$ cat config.mk
export PLATFORM = sky130hd
export DESIGN_NAME = latched_xcvr
export DESIGN_NICKNAME = d
export VERILOG_FILES = /design/src/rtl/xcvr_pkg.sv /design/src/rtl/xcvr_lane.sv /design/src/rtl/latched_xcvr.sv
export SDC_FILE = /design/constraint.sdc
export NUM_CORES = 1
export LEC_CHECK = 0
export ABC_AREA = 0
export BUFFER_PORTS_ARGS = -buffer_cell sky130_fd_sc_hd__buf_2
export CAP_MARGIN = 5
export CORE_MARGIN = 4
export CORE_UTILIZATION = 48
export DETAILED_ROUTE_END_ITERATION = 16
export GPL_TIMING_DRIVEN = 0
export HOLD_SLACK_MARGIN = 0.08
export PLACE_DENSITY = 0.88
export SYNTH_ARGS = -nofsm -noshare
export SYNTH_HDL_FRONTEND = slang
export SYNTH_SLANG_ARGS = --single-unit
$ cat constraint.sdc
create_clock -name clk -period 5.75 [get_ports clk]
set_clock_uncertainty 0.2 [all_clocks]
set_input_delay 1.725 -clock clk [delete_from_list [all_inputs] [get_ports clk]]
set_output_delay 1.725 -clock clk [all_outputs]
set_load 0.05 [all_outputs]
$ cat src/rtl/xcvr_pkg.sv
package xcvr_pkg;
    localparam int XCVR_WIDTH = 8;
    localparam int XCVR_LANES = 2;
    typedef enum logic {
        LANE_A2B = 1'b0,
        LANE_B2A = 1'b1
    } lane_e;
endpackage

$ cat src/rtl/xcvr_lane.sv
module xcvr_lane #(
    parameter int WIDTH = 8
) (
    input  logic             clk,
    input  logic             rst,
    input  logic             en_n,
    input  logic             le_n,
    input  logic             oe_n,
    input  logic [WIDTH-1:0] din,
    output logic [WIDTH-1:0] dout,
    output logic             drive
);
    typedef struct packed {
        logic [WIDTH-1:0] held;
    } lane_state_t;

    lane_state_t st_d, st_q;
    logic        open_w;

    always_comb begin
        st_d   = st_q;
        open_w = ~(en_n | le_n) & ~rst;
        if (rst) begin
            st_d.held = '0;
        end else if (open_w) begin
            st_d.held = din;
        end
        dout  = open_w ? din : st_q.held;
        drive = ~(en_n | oe_n) & ~rst;
    end

    always_ff @(posedge clk) begin
        st_q <= st_d;
    end
endmodule

$ cat src/rtl/latched_xcvr.sv
module latched_xcvr #(
    parameter int WIDTH = xcvr_pkg::XCVR_WIDTH
) (
    input  logic             clk,
    input  logic             rst,
    input  logic [WIDTH-1:0] a_in,
    output logic [WIDTH-1:0] a_out,
    output logic             a_oe,
    input  logic [WIDTH-1:0] b_in,
    output logic [WIDTH-1:0] b_out,
    output logic             b_oe,
    input  logic             en_ab_n,
    input  logic             le_ab_n,
    input  logic             oe_ab_n,
    input  logic             en_ba_n,
    input  logic             le_ba_n,
    input  logic             oe_ba_n
);
    import xcvr_pkg::*;
    localparam int LANES = XCVR_LANES;

    logic [LANES-1:0][WIDTH-1:0] src, dst;
    logic [LANES-1:0]            en_v, le_v, oe_v, drv_v;

    always_comb begin
        src[LANE_A2B]  = a_in;
        src[LANE_B2A]  = b_in;
        en_v[LANE_A2B] = en_ab_n;
        en_v[LANE_B2A] = en_ba_n;
        le_v[LANE_A2B] = le_ab_n;
        le_v[LANE_B2A] = le_ba_n;
        oe_v[LANE_A2B] = oe_ab_n;
        oe_v[LANE_B2A] = oe_ba_n;
    end

    for (genvar g = 0; g < LANES; g++) begin : g_lane
        xcvr_lane #(.WIDTH(WIDTH)) u_lane (
            .clk   (clk),
            .rst   (rst),
            .en_n  (en_v[g]),
            .le_n  (le_v[g]),
            .oe_n  (oe_v[g]),
            .din   (src[g]),
            .dout  (dst[g]),
            .drive (drv_v[g])
        );
    end

    assign b_out = dst[LANE_A2B];
    assign b_oe  = drv_v[LANE_A2B];
    assign a_out = dst[LANE_B2A];
    assign a_oe  = drv_v[LANE_B2A];
endmodule

==> summary by stage <==
Floorplan
Pin placement for this block handled 42 I/O pins. The die boundary width is 50.90 um. The floorplan step defined a die boundary enclosing 2591 um^2. The starting density of the core is 51.16%.

The y dimension of the die is 50.90 um. The floorplan has 15 rows. The placeable core region is 1727 um^2.

Timing
The count of final setup violators is 0. Based on the critical path, the design can be clocked at up to 206.0 MHz. Summed over all failing endpoints, the final setup total negative slack is 0 ns. The max-slew violation count is 0. The worst slew margin relative to its limit is 71.39%. The number of hold-slack violations in the final timing report is 0. The share of the cycle needed by the critical path after routing is 84.41%. The slew at the pin with the worst max-slew slack is 0.4278 ns.

Setup repair after global routing left no endpoint under its margin. The routed design could run at a clock period as short as 4.854 ns.

Final layout
The register with the most flip-flops in the layout has 16 of them. The share of layout cells above drive strength 1 is 58.21%. The number of fill cells in the layout is 158. The number of antenna diodes in the final layout is 0.

Counting flops per register, the top entry is g_lane.u_lane.st_q. The net count reported at finish is 160. The largest registers in the layout are g_lane.u_lane.st_q (16). Compared with the post-synthesis result, the final layout area differs by 29.32%.

Clock tree
Once the clock tree was built, the resizer swapped 0 gates to a different size. The TritonCTS clock tree is yes. The clock latency on the worst-skew pair is 0.27 ns. The clock-pin slew on the worst setup and hold paths is 0.08 ns. The number of clock sinks is 16. In this run the number of H-tree levels came out at 1. The tree is rooted in a sky130_fd_sc_hd__clkbuf_4. Counting along the longest clock path gives a buffer depth of 2.

The number of buffers inserted during clock tree synthesis is 3. The number of hold buffers added after CTS was 0. Once the clock tree was built, the setup fixing pass inserted 0 buffers.

Place
The count of input and output buffers is 41. The final estimated routing congestion in global placement is 0.6955. The HPWL after detailed placement is 1617 um.

Yosys
By area the synthesized netlist is led by sky130_fd_sc_hd__dfxtp_1 (36%), sky130_fd_sc_hd__mux2_2 (20%), sky130_fd_sc_hd__or3b_2 (12%). The count of distinct cell types in the synthesized netlist is 11. The number of nets in the synthesized netlist is 114. The number of warning messages in the yosys log is 0. The average instance area after synthesis is 9.815 um^2. The most area-hungry cell type in the Yosys netlist is sky130_fd_sc_hd__dfxtp_1. The fraction of synthesized cell area taken by the top area cell type is 36.26%. Sequential cells were found to cover 36.26% of the synthesized design area. Synthesis inferred 16 register bits. The cell area after synthesis is 883.3 um^2. The instance count of the mapped netlist is 90.

Worst setup path
The signal on the critical path passes through buf_2, buf_6, nor3_4, mux2_2, buf_2. The highest cell delay on the worst timing path is 0.38 ns. The kind of start point of the critical path is an input port.

The critical-path maximum fanout is 10. The required time at the worst-slack endpoint is 3.83 ns. The start-to-end type of the worst setup path is input port to output port. Grouping stages by cell kind, the critical path spends the most delay in buffers and inverters.

The buffer and inverter count on the worst path is 3. The critical path data arrival time is 2.93 ns. The cell repeated most along the worst path is sky130_fd_sc_hd__buf_2. The element type at the critical path end is an output port. For this design, the slowest cell found on the critical path is sky130_fd_sc_hd__mux2_2.

Drt
The number of design rule violations left after detail routing is 0. The total detailed-routing wirelength is 2094 um. The first TritonRoute pass finished after 4 iterations. The routed via count is 846. Using the TritonRoute via totals, the vias-per-cell ratio works out to 5.321. For this block, the initial DRC count from the detailed router was 6. The residual antenna-violating net count after detailed routing is 0.

The post-detailed-route wirelength per cell is 13.17 um.

Pwr
The total power per unit cell area is 216.5 nW/um^2. Total power for the finished layout comes to 0.0002473 W. In this run the static leakage power is 0.5081 nW. The highest ir drop seen on vdd is 0.1217 mV.

GRT
The first global-routing pass estimated 3505 um of wire. The total track usage is 17.27%. The pin count of the biggest net entering global routing is 11. The number of global-route vias before repair was 877. The number of antenna violations at the first check in global routing was 0. The residual overflow from global routing is 0.

Run status
The run finished with clean final reports.

Hold path
The worst hold path class is register to register.

Job
The max capacitance violation total is 0.
[metrics by stage]
| step | util [%] | worst slack (ns) | hold WS, ns | instance area, um^2 | instances |
|---|---|---|---|---|---|
| after floorplan | - | 0.8625 | 0.2497 | 883.3 | 90 |
| after global placement | 64.86 | 0.9103 | 0.2582 | 1120 | 156 |
| after detailed placement | 64.86 | 0.8923 | 0.2664 | 1120 | 156 |
| after CTS | 66.16 | 0.8874 | 0.2791 | 1142 | 159 |
| after global routing | 66.16 | 0.8380 | 0.3024 | 1142 | 159 |
| final | 66.16 | 0.8965 | 0.2772 | 1142 | 159 |
[Yosys cell counts (all sizes together)]
cell type / n
dfxtp: 16
o21ai: 16
buf: 2
or3b: 16
a21oi: 16
mux2: 16
nor3: 4
clkbuf: 4
[area by class of cell]
type	instances	area [um^2]	area share, %
buffer	6	40.04	3.505
tap	25	31.28	2.738
timing repair buffer	41	205.2	17.96
sequential	16	320.3	28.04
multi-input combinational	68	523.0	45.78
clock buffer	3	22.52	1.972
[tightest hold or removal path, delay by kind of cell, from the launching register on]
family | cells | cell delay, ns
AOI/OAI and AO/OA | 2 | 0.12
DFF | 1 | 0.31
[final timing paths]
path,slack [ns],end,startpoint,cells after the start
max reg2reg,4.91,g_lane[0].u_lane.st_q[0],g_lane[0].u_lane.st_q[0],2
min,0.28,g_lane[1].u_lane.st_q[5],g_lane[1].u_lane.st_q[5],2
max,0.90,b_out[0],rst,5
min reg2reg,0.28,g_lane[1].u_lane.st_q[5],g_lane[1].u_lane.st_q[5],2
[cell usage in the layout (no fill, tap or decap), types with 3 or more instances in the layout]
| cell | n |
|---|---|
| sky130_fd_sc_hd__a21oi_1 | 16 |
| sky130_fd_sc_hd__buf_2 | 41 |
| sky130_fd_sc_hd__clkbuf_4 | 3 |
| sky130_fd_sc_hd__dfxtp_1 | 16 |
| sky130_fd_sc_hd__mux2_2 | 16 |
| sky130_fd_sc_hd__o21ai_0 | 16 |
| sky130_fd_sc_hd__or3b_1 | 4 |
| sky130_fd_sc_hd__or3b_2 | 12 |
[power breakdown]
group          internal [W]  switching (W)  leakage (nW)
Sequential         0.000116     0.00000215         0.131
Clock             0.0000242      0.0000298        0.0138
Combinational     0.0000262      0.0000492         0.363
Total              0.000166      0.0000811         0.508
[cell families after synthesis]
kind of cell	count (synthesis)	synth area share (%)
compound gates	32	18.13
buf+inv	6	4.533
flops	16	36.26
mux	16	20.40
simple gates	20	20.68
[per-layer routing]
layer	vias to the layer above	wire length, um	global-route usage, %
met4	0	19	6.726
li1	424	-	-
met3	2	164	4.373
met1	388	921	19.86
met5	-	0	0
met2	32	988	30.26
No activity file was read; power rests on OpenSTA's default activity.
